==> config.mk <==
export PLATFORM = sky130hd
export DESIGN_NAME = cfg_port_bridge
export DESIGN_NICKNAME = d
export VERILOG_FILES = /design/src/rtl/cfg_port_bridge.sv
export SDC_FILE = /design/constraint.sdc
export NUM_CORES = 1
export LEC_CHECK = 0
export BUFFER_PORTS_ARGS = -buffer_cell sky130_fd_sc_hd__buf_2
export CORE_UTILIZATION = 30
export CTS_BUF_LIST = sky130_fd_sc_hd__clkbuf_8
export CTS_CLUSTER_DIAMETER = 50
export CTS_CLUSTER_SIZE = 14
export DETAILED_ROUTE_END_ITERATION = 7
export PLACE_DENSITY = 0.59
export SYNTH_ARGS = -nofsm -noshare
export SYNTH_HDL_FRONTEND = slang
export SYNTH_SLANG_ARGS = --single-unit
==> constraint.sdc <==
create_clock -name clk -period 3.05 [get_ports clk]
set_input_delay 0.61 -clock clk [delete_from_list [all_inputs] [get_ports clk]]
set_output_delay 0.61 -clock clk [all_outputs]
set_load 0.005 [all_outputs]
==> src/rtl/cfg_port_bridge.sv <==
module cfg_port_bridge (
  input  logic        clk,
  input  logic        rst_n,
  input  logic        h_valid,
  input  logic        h_write,
  input  logic        h_sel,
  input  logic [1:0]  h_off,
  input  logic [2:0]  h_len,
  input  logic [31:0] h_wdata,
  output logic        h_rvalid,
  output logic [31:0] h_rdata,
  output logic        cfg_req,
  output logic        cfg_we,
  output logic [7:0]  cfg_bus,
  output logic [7:0]  cfg_devfn,
  output logic [7:0]  cfg_off,
  output logic [2:0]  cfg_len,
  output logic [31:0] cfg_wdata,
  input  logic [31:0] cfg_rdata,
  input  logic        cfg_present,
  input  logic        tgt_hotadded,
  input  logic        tgt_fn0_present
);

  localparam int SPACE = 256;

  logic [31:0] tgt_q;
  logic [31:0] rd_next;
  logic [8:0]  room;
  logic        tgt_wr, hidden, data_acc;

  function automatic logic [31:0] lane_mask(input logic [2:0] n);
    case (n)
      3'd1:    lane_mask = 32'h0000_00FF;
      3'd2:    lane_mask = 32'h0000_FFFF;
      3'd3:    lane_mask = 32'h00FF_FFFF;
      default: lane_mask = 32'hFFFF_FFFF;
    endcase
  endfunction

  assign tgt_wr   = h_valid & h_write & ~h_sel & (h_len == 3'd4) & (h_off == 2'd0);
  assign data_acc = h_valid & h_sel;

  assign cfg_bus   = tgt_q[23:16];
  assign cfg_devfn = tgt_q[15:8];
  assign cfg_off   = {tgt_q[7:2], h_off};
  assign room      = 9'(SPACE) - {1'b0, cfg_off};
  assign cfg_len   = ({6'd0, h_len} > room) ? room[2:0] : h_len;

  assign hidden    = tgt_hotadded & (tgt_q[10:8] != 3'd0) & ~tgt_fn0_present;
  assign cfg_req   = data_acc & tgt_q[31] & ~hidden;
  assign cfg_we    = h_write;
  assign cfg_wdata = h_wdata;

  always_comb begin
    if (!h_sel)
      rd_next = tgt_q;
    else if (cfg_req && cfg_present)
      rd_next = cfg_rdata & lane_mask(cfg_len);
    else
      rd_next = lane_mask(h_len);
  end

  always_ff @(posedge clk) begin
    if (!rst_n) begin
      tgt_q    <= '0;
      h_rvalid <= 1'b0;
      h_rdata  <= '0;
    end else begin
      if (tgt_wr) tgt_q <= h_wdata;
      h_rvalid <= h_valid & ~h_write;
      if (h_valid && !h_write) h_rdata <= rd_next;
    end
  end

  AST_TGT_HOLD: assert property (@(posedge clk) disable iff (!rst_n)
    !(h_valid && h_write && !h_sel && h_len == 3'd4 && h_off == 2'd0) |=> $stable(tgt_q));
  AST_REQ_NEEDS_EN: assert property (@(posedge clk) disable iff (!rst_n)
    cfg_req |-> tgt_q[31]);
  AST_LEN_CLIP: assert property (@(posedge clk) disable iff (!rst_n)
    cfg_req |-> ((10'(cfg_off) + 10'(cfg_len)) <= 10'd256 && cfg_len != 3'd0));
  AST_HIDDEN_QUIET: assert property (@(posedge clk) disable iff (!rst_n)
    (tgt_hotadded && cfg_devfn[2:0] != 3'd0 && !tgt_fn0_present) |-> !cfg_req);
  AST_RD_DONE: assert property (@(posedge clk) disable iff (!rst_n)
    (h_valid && !h_write) |=> h_rvalid);
  AST_NO_SPURIOUS_RD: assert property (@(posedge clk) disable iff (!rst_n)
    !(h_valid && !h_write) |=> !h_rvalid);
  AST_ADDR_READ: assert property (@(posedge clk) disable iff (!rst_n)
    (h_valid && !h_write && !h_sel && !tgt_wr) |=> h_rdata == tgt_q);

endmodule

Word level (Yosys, flattened, before mapping):

Index checks and enable logic that the tools add are counted.
Widths: inputs -> output; s select.

* register bits after elaboration: 65
* bits of input ports: 77
* output and inout bits: 94
* logic and storage cells: 39

* add/sub/neg operators: 1
* $lt $le $gt $ge: 1
* equality and inequality tests: 7
* mux-type cells: 7
* bitwise logic cells: 15
* reductions and logical operators: 5

Operators with widths (number)
* $pmux 32 s3: 2
* $mux 32: 4
* $and 32x32->32: 1
* $eq 3x2->1 const B: 4
* $and 1x1->1: 10
* $gt 3x9->1: 1
* $sub 9x8->9 const A: 1
* $eq 3x1->1 const B: 2
* $not 1->1: 4
* $eq 3x3->1 const B: 1
* $mux 3: 1
* $reduce_bool 3->1: 1
* $logic_and 1x1->1: 2
* $logic_not 2->1: 1
* $logic_not 1->1: 1

Longest topological paths before layout:

Gate-level depths: netlist of the first run.

* depth in word-level cells: 11
* depth in mapped cells: 11
* gate-level depth less buffers: 10

Worst setup path before layout of the first run:

No wires, ideal clock.

* kind: input to output
* from: input h_off[0]
* to: output cfg_len[1]
* arrival: 2.386 ns
* required time: 2.440 ns
* path slack: 0.054 ns
* stages on the path: 10
* path buffers: 1
* cells stage by stage: inv_1 ha_1 xnor2_1 inv_1 ha_1 nand2_1 o21ai_0 and3_1 buf_6 mux2_2

* cells in the longest elaborated chain, start to end: 3

Ends and longest elaborated chain
* from (decl): RTL line 7 `input logic [1:0] h_off,`
* $sub 9x8->9 (*): RTL line 47 `assign room = 9'(SPACE) - {1'b0, cfg_off};`
* $gt 3x9->1: RTL line 48 `assign cfg_len = ({6'd0, h_len} > room) ? room[2:0] : h_len;`
* $mux 3 (*): RTL line 48
* to (decl): RTL line 17 `output logic [2:0] cfg_len,`

Every way passes the cells marked *; elsewhere a longest branch is shown, timed or not.

Worst setup path after layout of the first run:

Same ends and word-level chain as after synthesis.

==> impl_metrics.py, run 1 <==
metrics = {
    "placement": {
        "pre_cts_ws_ps": -76.4,
        "dpl.hpwl_um": 8000,
        "port-buffer-count": 170,
        "place_congestion": 0.907,
    },
    "die": {
        "ios": 171,
        "num_rows": 38,
        "die_area_um2": 12000,
        "die_h_um": 110,
        "start_util_pct": 31.3,
        "coreArea_um2": 11100,
        "dieWidth_um": 110,
    },
    "synth": {
        "ys_types": 40,
        "ys_seq_area_share_pct": 37.5,
        "synth-async-reset-ratio_pct": 0,
        "yosysWarnings": 0,
        "ys_seq_elements": 65,
        "syn_nets": 515,
        "netlist_instances": 434,
        "syn_avg_cell_area_um2": 8.00,
        "syn_area_um2": 3470,
        "synth-edff-count": 0,
        "synth_flop_cell": "dfxtp_1",
    },
    "cells_and_area": {
        "fill_cells": 1201,
        "fin_nets": 629,
        "antenna_cells": 0,
        "layout_commonest_cell": "buf_2",
        "syn_to_final_growth_pct": 24.0,
        "drive_above_1_share_pct": 40.1,
        "post-route-util_pct": 38.8,
        "final_cell_mix": "170 x buf_2, 98 x nand2_1, 65 x dfxtp_1",
    },
    "sta": {
        "fmax_mhz": 333,
        "worstMarginPinSlew_ps": 689,
        "fin_ws_ps": 49.8,
        "post-route-min-period_ps": 3000,
        "finalClockSkew_ps": 8.03,
        "report.final.hold_viol_count": 0,
        "max-slew-margin-rel_pct": 54.1,
        "drv_slew": 0,
        "fin_crit_sh_pct": 98.4,
        "setup_viol": 0,
    },
    "clock_network": {
        "clk_path_buf_depth": 2,
        "cts_made_buffers": 9,
        "cts_tree": "built",
        "clkSinkCount": 65,
        "h-tree-depth": 3,
        "insertion_delay_ps": 340,
        "clk_pin_slew_ps": 70,
        "holdBufCountCts": 0,
        "root_buffer": "clkbuf_8",
    },
    "routing": {
        "dr.pass1.iters": 4,
        "drt-initial-drc-count": 175,
        "detail-route-antenna-nets": 0,
        "num_vias": 3412,
        "drt_wl_total_um": 11000,
        "vias_per_cell": 4.92,
        "remaining_drc_errors": 0,
        "wire_per_inst_um": 15.8,
    },
    "worst_setup_path": {
        "critical_path_class": "primary input to output port",
        "cp.required_ps": 2440,
        "cp_max_fo": 3,
        "startpoint_type": "primary input",
        "reg2reg_setup_slack_ps": 680,
        "endpoint_kind": "output port",
        "arrival_ps": 2390,
    },
    "grt": {
        "grt_pass1_wl_um": 16600,
        "antenna_found_initial": 0,
        "grt-ovfl-total": 0,
        "globalRouteTotalUtil_pct": 18.3,
        "grt_pass1_vias": 3299,
        "grt_max_degree": 47,
    },
    "flow_run": {
        "maxCapViolCount": 0,
    },
    "pwr": {
        "p_per_area_nw_per_um2": 449,
        "leakagePower_uw": 0.00196,
        "ir_drop_mv": 0.224,
    },
    "hold_path": {
        "hp-class": "flop to flop",
    },
    "run_status": {
        "status": "finished clean",
    },
}
final timing paths:
check	startpoint	to	cells after the start
setup / recovery	h_off[0]	cfg_len[1]	11
hold / removal	tgt_q[29]$_SDFFE_PN0P_	tgt_q[29]$_SDFFE_PN0P_	2
setup reg to reg	tgt_q[2]$_SDFFE_PN0P_	h_rdata[27]$_SDFFE_PN0P_	9
hold reg to reg	tgt_q[29]$_SDFFE_PN0P_	tgt_q[29]$_SDFFE_PN0P_	2
layer usage:
metal,global-route usage [%],vias up,part of all wire [%]
met5,0,-,0
met4,6.29,0,1.9
met3,3.97,19,6.0
met2,32.3,130,49
met1,21.7,1589,43
li1,-,1674,-
layout make-up:
type                            instances  area (um^2)  share of cell area (%)
Multi-Input combinational cell        278         1620                    37.6
Clock buffer                            9          124                    2.88
Sequential cell                        65         1300                    30.2
Tap cell                              140          175                    4.07
Clock inverter                          7         86.3                    2.01
Inverter                                9         33.8                   0.785
Timing Repair Buffer                  185          963                    22.4
Yosys cell counts (4+ instances only):
library cell,count,share of area [%]
a21oi_1,49,7.1
nand4_1,4,0.72
a31o_1,8,2.0
dfxtp_1,65,37
buf_2,7,1.0
nor2_1,13,1.4
or2_2,8,1.4
inv_1,9,0.97
o21ai_0,12,1.7
o31ai_1,8,1.7
o221ai_1,14,3.5
a22oi_1,8,1.7
clkbuf_1,15,1.6
nor2b_1,8,1.4
nand2_1,98,11
o211ai_1,10,2.2
and3_1,8,1.4
ha_1,4,1.4
buf_4,57,12
state kept, by name, summed over array words and instances (netlist names):
signal	count
h_rdata	32
tgt_q	32
h_rvalid	1
report_power, final:
| group | switching (uW) | internal (uW) | total (uW) | leakage (uW) |
|---|---|---|---|---|
| logic | 136 | 118 | 254 | 0.00132 |
| clock network | 343 | 455 | 798 | 0.000116 |
| registers | 10.6 | 869 | 880 | 0.000527 |
what timing repair did:
| action | CTS | global route |
|---|---|---|
| pin swaps | 2 | 1 |
| setup buffers | 0 | 0 |
| endpoints found under the setup margin | 3 | 3 |
| resized for setup | 3 | 3 |
cell families (layout without fill, tap and decap cells):
logic type / after synthesis / after routing / share of synthesized area (%)
fa+ha+maj: 4 / 4 / 1.44
compound gates: 114 / 114 / 21.6
simple gates: 152 / 152 / 19.6
buf+inv: 91 / 210 / 16.7
mux: 5 / 5 / 2.38
xor+xnor: 3 / 3 / 0.757
flops: 65 / 65 / 37.5
stage by stage:
step                      instance area (um^2)  total power (uW)  TNS [ps]  hold slack (ps)  instances
after CTS                                 4290              1960         0              456        693
final                                     4300              1930         0              452        693
after detailed placement                  4060              1150      -193              445        677
after global routing                      4300              2030     -73.6              479        693
after global placement                    4060              1140         0              438        677
after floorplan                           3470              1040         0              432        434
worst max-delay path, stage by stage:
cell	delay [ps]
buf_2	90
inv_1	50
ha_1	230
xnor2_2	180
inv_2	80
ha_4	280
nand2_1	60
o21ai_2	130
and3_4	220
mux2_2	330
buf_2	130
No activity file was read; power rests on OpenSTA's default activity.
==> run 2, diff against run 1 <==
==> constraint.sdc (replaced) <==
create_clock -name clk -period 3.05 [get_ports clk]
set_input_delay 0.61 -clock clk [delete_from_list [all_inputs] [get_ports clk]]
set_output_delay 0.61 -clock clk [all_outputs]
set_load 0.05 [all_outputs]
==> impl_metrics.py, run 2 (synthesis results as in run 1) <==
metrics = {
    "cells_and_area": {
        "final_cell_mix": "167 x buf_2, 98 x nand2_1, 65 x dfxtp_1",
        "postLayoutCellArea_um2": 4350,
        "fin_nets": 634,
        "fill_cells": 1143,
        "top_regs": "h_rdata (32), tgt_q (32), h_rvalid (1)",
        "post-route-util_pct": 39.2,
        "drive_above_1_share_pct": 41.4,
        "syn_to_final_growth_pct": 25.2,
        "antenna_cells": 0,
        "layout_commonest_cell": "buf_2",
    },
    "grt": {
        "grt_pass1_wl_um": 16000,
        "grt-ovfl-total": 0,
        "grt_max_degree": 47,
        "globalRouteTotalUtil_pct": 17.8,
        "antenna_found_initial": 0,
        "grt_pass1_vias": 3106,
    },
    "placement": {
        "pre_cts_ws_ps": -209,
        "place_area_um2": 4130,
        "place_congestion": 0.856,
        "port-buffer-count": 170,
        "dpl.hpwl_um": 7940,
    },
    "sta": {
        "post-route-min-period_ps": 2990,
        "fin_crit_sh_pct": 98.1,
        "setup_viol": 0,
        "finalClockSkew_ps": 7.08,
        "max-slew-margin-rel_pct": 49.4,
        "fin_ws_ps": 57.9,
        "fmax_mhz": 334,
        "report.final.hold_viol_count": 0,
        "drv_slew": 0,
        "worstMarginPinSlew_ps": 759,
        "setup_tns_ps": 0,
    },
    "clock_network": {
        "cts_tree": "built",
        "cts_made_buffers": 9,
        "clk_pin_slew_ps": 70,
        "root_buffer": "clkbuf_8",
        "insertion_delay_ps": 340,
        "post_cts.repair.setup_buffers": 0,
        "h-tree-depth": 3,
        "clkSinkCount": 65,
        "clk_path_buf_depth": 2,
    },
    "routing": {
        "remaining_drc_errors": 0,
        "drt_wl_total_um": 10900,
        "drt-initial-drc-count": 241,
        "wire_per_inst_um": 15.7,
        "num_vias": 3442,
        "vias_per_cell": 4.93,
        "dr.pass1.iters": 4,
        "detail-route-antenna-nets": 0,
    },
    "pwr": {
        "p_per_area_nw_per_um2": 447,
        "ir_drop_mv": 0.186,
        "leakagePower_uw": 0.00198,
    },
    "hold_path": {
        "hp-class": "flop to flop",
        "min_path_cells": 2,
    },
    "flow_run": {
        "maxCapViolCount": 0,
    },
    "die": {
        "ios": 171,
        "coreArea_um2": 11100,
        "die_area_um2": 12000,
        "die_h_um": 110,
        "num_rows": 38,
        "dieWidth_um": 110,
        "start_util_pct": 31.3,
    },
    "worst_setup_path": {
        "endpoint_kind": "output port",
        "cp_max_fo": 4,
        "critical_path_class": "primary input to output port",
        "r2r_cells": 9,
        "arrival_ps": 2380,
        "startpoint_type": "primary input",
        "cp.required_ps": 2440,
    },
    "run_status": {
        "status": "finished clean",
    },
}
-- run 2: repair_timing --
action,CTS,global route
endpoints found under the setup margin,3,3
resized for setup,9,5
pin swaps,1,2
hold buffers,0,0
-- run 2: final timing paths --
| path | from | endpoint | slack, ps |
|---|---|---|---|
| worst min-delay path | h_rdata[7]$_SDFFE_PN0P_ | h_rdata[7]$_SDFFE_PN0P_ | 450 |
| worst max register to register | tgt_q[2]$_SDFFE_PN0P_ | h_rdata[24]$_SDFFE_PN0P_ | 780 |
| worst max-delay path | h_off[0] | cfg_len[1] | 60 |
| worst min register to register | h_rdata[7]$_SDFFE_PN0P_ | h_rdata[7]$_SDFFE_PN0P_ | 450 |
-- run 2: per-layer routing --
| metal | wire length (um) | vias to the layer above | GRT usage (%) |
|---|---|---|---|
| li1 | - | 1687 | - |
| met1 | 4890 | 1609 | 23.1 |
| met2 | 5340 | 131 | 28.9 |
| met3 | 550 | 15 | 3.44 |
| met4 | 167 | 0 | 7.24 |
| met5 | 0 | - | 0 |
-- run 2: where the power goes --
| group | leakage [uW] | total, uW | internal [uW] | switching [uW] |
|---|---|---|---|---|
| Sequential | 0.000527 | 880 | 869 | 10.4 |
| Combinational | 0.00136 | 428 | 128 | 300 |
| Clock | 0.0000860 | 635 | 286 | 349 |
| Total | 0.00198 | 1940 | 1280 | 660 |
-- run 2: worst max-delay path: stages --
cell and delay (ps):
buf_2 90, inv_1 70, ha_4 170, xnor2_2 160, inv_2 70, ha_4 280
nand2_1 70, o21ai_2 140, and3_4 230, mux2_2 340, buf_6 150
-- run 2: layout make-up --
class | instances | area [um^2] | share of cell area [%]
Clock inverter | 7 | 38.8 | 0.892
Tap cell | 140 | 175 | 4.03
Multi-Input combinational cell | 278 | 1650 | 37.9
Sequential cell | 65 | 1300 | 29.9
Timing Repair Buffer | 190 | 1030 | 23.7
Clock buffer | 9 | 124 | 2.85
Inverter | 9 | 33.8 | 0.777
-- run 2: stage by stage --
step	cells	total power (uW)	hold WS, ps
floorplan	434	1200	432
global placement	682	1310	437
detailed placement	682	1320	444
CTS	698	1960	454
global route	698	2030	476
finish	698	1940	452
==> run 3, diff against run 2 <==
--- a/config.mk
+++ b/config.mk
@@ -7,11 +7,10 @@
 export LEC_CHECK = 0
 export BUFFER_PORTS_ARGS = -buffer_cell sky130_fd_sc_hd__buf_2
 export CORE_UTILIZATION = 30
-export CTS_BUF_LIST = sky130_fd_sc_hd__clkbuf_8
 export CTS_CLUSTER_DIAMETER = 50
 export CTS_CLUSTER_SIZE = 14
 export DETAILED_ROUTE_END_ITERATION = 7
-export PLACE_DENSITY = 0.59
+export PLACE_DENSITY = 0.57
 export SYNTH_ARGS = -nofsm -noshare
 export SYNTH_HDL_FRONTEND = slang
 export SYNTH_SLANG_ARGS = --single-unit
==> constraint.sdc (replaced) <==
create_clock -name clk -period 3.2 [get_ports clk]
set_input_delay 0.64 -clock clk [delete_from_list [all_inputs] [get_ports clk]]
set_output_delay 0.64 -clock clk [all_outputs]
set_load 0.05 [all_outputs]
==> impl_metrics.py, run 3 (synthesis results as in run 1) <==
metrics = {
    "worst_setup_path": {
        "crit_chain": "buf_2 > inv_1 > ha_2 > inv_1 > ha_1 > a31oi_1 > and3_4 > mux2_2 > buf_4",
        "cp.required_ps": 2560,
        "slowest_stage": "mux2_2",
        "startpoint_type": "primary input",
        "arrival_ps": 2430,
        "crit_top_cell": "inv_1",
        "crit_start": "h_off[0]",
        "critical_path_class": "primary input to output port",
        "endpoint_kind": "output port",
        "slowest_delay_ps": 330,
        "cp_max_fo": 4,
        "r2r_start": "tgt_q[2]$_SDFFE_PN0P_",
    },
    "die": {
        "num_rows": 38,
        "die_h_um": 110,
        "start_util_pct": 31.3,
        "ios": 171,
        "coreArea_um2": 11100,
        "dieWidth_um": 110,
        "die_area_um2": 12000,
    },
    "routing": {
        "num_vias": 3345,
        "wire_per_inst_um": 15.2,
        "drt-initial-drc-count": 157,
        "dr.pass1.iters": 4,
        "drt_wl_total_um": 10500,
        "detail-route-antenna-nets": 0,
        "vias_per_cell": 4.83,
        "remaining_drc_errors": 0,
    },
    "clock_network": {
        "insertion_delay_ps": 320,
        "cts_made_buffers": 9,
        "h-tree-depth": 3,
        "holdBufCountCts": 0,
        "clkSinkCount": 65,
        "clk_pin_slew_ps": 60,
        "cts_tree": "built",
        "clk_path_buf_depth": 2,
        "root_buffer": "clkbuf_16",
    },
    "sta": {
        "max-slew-margin-rel_pct": 51.7,
        "worstMarginPinSlew_ps": 725,
        "post-route-min-period_ps": 3070,
        "finalClockSkew_ps": 3.44,
        "drv_slew": 0,
        "fin_crit_sh_pct": 96.1,
        "whs_ps": 453,
        "setup_viol": 0,
        "fin_ws_ps": 126,
        "fmax_mhz": 325,
        "report.final.hold_viol_count": 0,
    },
    "grt": {
        "grt_pass1_wl_um": 16300,
        "grt.met1_usage_pct": 22.7,
        "grt_pass1_vias": 3173,
        "globalRouteTotalUtil_pct": 17.9,
        "met3_usage_pct": 3.44,
        "grt_max_degree": 47,
        "antenna_found_initial": 0,
        "grt-ovfl-total": 0,
        "grt_busiest_layer": "met2",
        "grt_util_met2_pct": 30.9,
    },
    "pwr": {
        "ir_drop_mv": 0.244,
        "p_per_area_nw_per_um2": 486,
        "finalPower_uw": 2140,
        "leakagePower_uw": 0.00199,
    },
    "cells_and_area": {
        "post-route-util_pct": 39.7,
        "antenna_cells": 0,
        "fill_cells": 1154,
        "final_cell_mix": "168 x buf_2, 98 x nand2_1, 65 x dfxtp_1",
        "postLayoutCellArea_um2": 4400,
        "syn_to_final_growth_pct": 26.8,
        "fin_nets": 631,
        "layout_commonest_cell": "buf_2",
        "drive_above_1_share_pct": 40.9,
        "top_regs": "h_rdata (32), tgt_q (32), h_rvalid (1)",
    },
    "placement": {
        "place_area_um2": 4080,
        "place_congestion": 0.894,
        "port-buffer-count": 170,
        "dpl.hpwl_um": 7820,
        "pre_cts_ws_ps": -86.9,
    },
    "hold_path": {
        "worstHoldStart": "tgt_q[25]$_SDFFE_PN0P_",
        "hp-class": "flop to flop",
    },
    "flow_run": {
        "maxCapViolCount": 0,
    },
    "run_status": {
        "status": "finished clean",
    },
}
-- run 3: changes by cell type in the layout (fill, tap and decap cells not counted), moves of 2 or more --
| cell | delta |
|---|---|
| clkbuf_16 | +9 |
| clkinv_2 | -2 |
| clkbuf_8 | -7 |
| inv_1 | -2 |
| buf_6 | -2 |
| buf_4 | -2 |
-- run 3: path summary, 6_finish.rpt --
path	endpoint	slack, ps	cells after the start
max	cfg_len[1]	130	9
max reg2reg	h_rdata[23]$_SDFFE_PN0P_	860	9
min reg2reg	tgt_q[25]$_SDFFE_PN0P_	450	2
min	tgt_q[25]$_SDFFE_PN0P_	450	2
-- run 3: power by group --
group,switching (uW),internal (uW),leakage [uW]
clock,345,555,0.000133
sequential,10.2,830,0.000527
combinational,281,118,0.00133
-- run 3: final cells by class --
type	count	area [um^2]	area share, %
clock inverter	3	17.5	0.398
timing repair buffer	187	996	22.6
sequential	65	1300	29.6
multi-input combinational	278	1630	36.9
inverter	9	33.8	0.767
clock buffer	11	253	5.74
tap	140	175	3.98
-- run 3: critical path, delay by kind of cell --
kind / cells / cell delay (ps)
buf+inv: 4 / 380
simple gates: 1 / 240
fa+ha+maj: 2 / 610
mux: 1 / 330
compound gates: 1 / 240
-- run 3: metrics by stage --
stage | instances | TNS [ps]
floorplan | 434 | 0
global placement | 677 | -81.1
detailed placement | 677 | -230
CTS | 693 | 0
global route | 693 | -28.2
finish | 693 | 0
-- run 3: timing repair --
action                     4_1_cts  5_1_grt
setup endpoints to repair        3        3
pin swaps                        2        1
resized for setup                5        4
buffers inserted                 2        0
-- run 3: routing by layer --
layer / up-vias / routed length (um)
met3: 8 / 564
met4: 0 / 121
met2: 115 / 5160
met5: - / 0
met1: 1544 / 4680
li1: 1678 / -
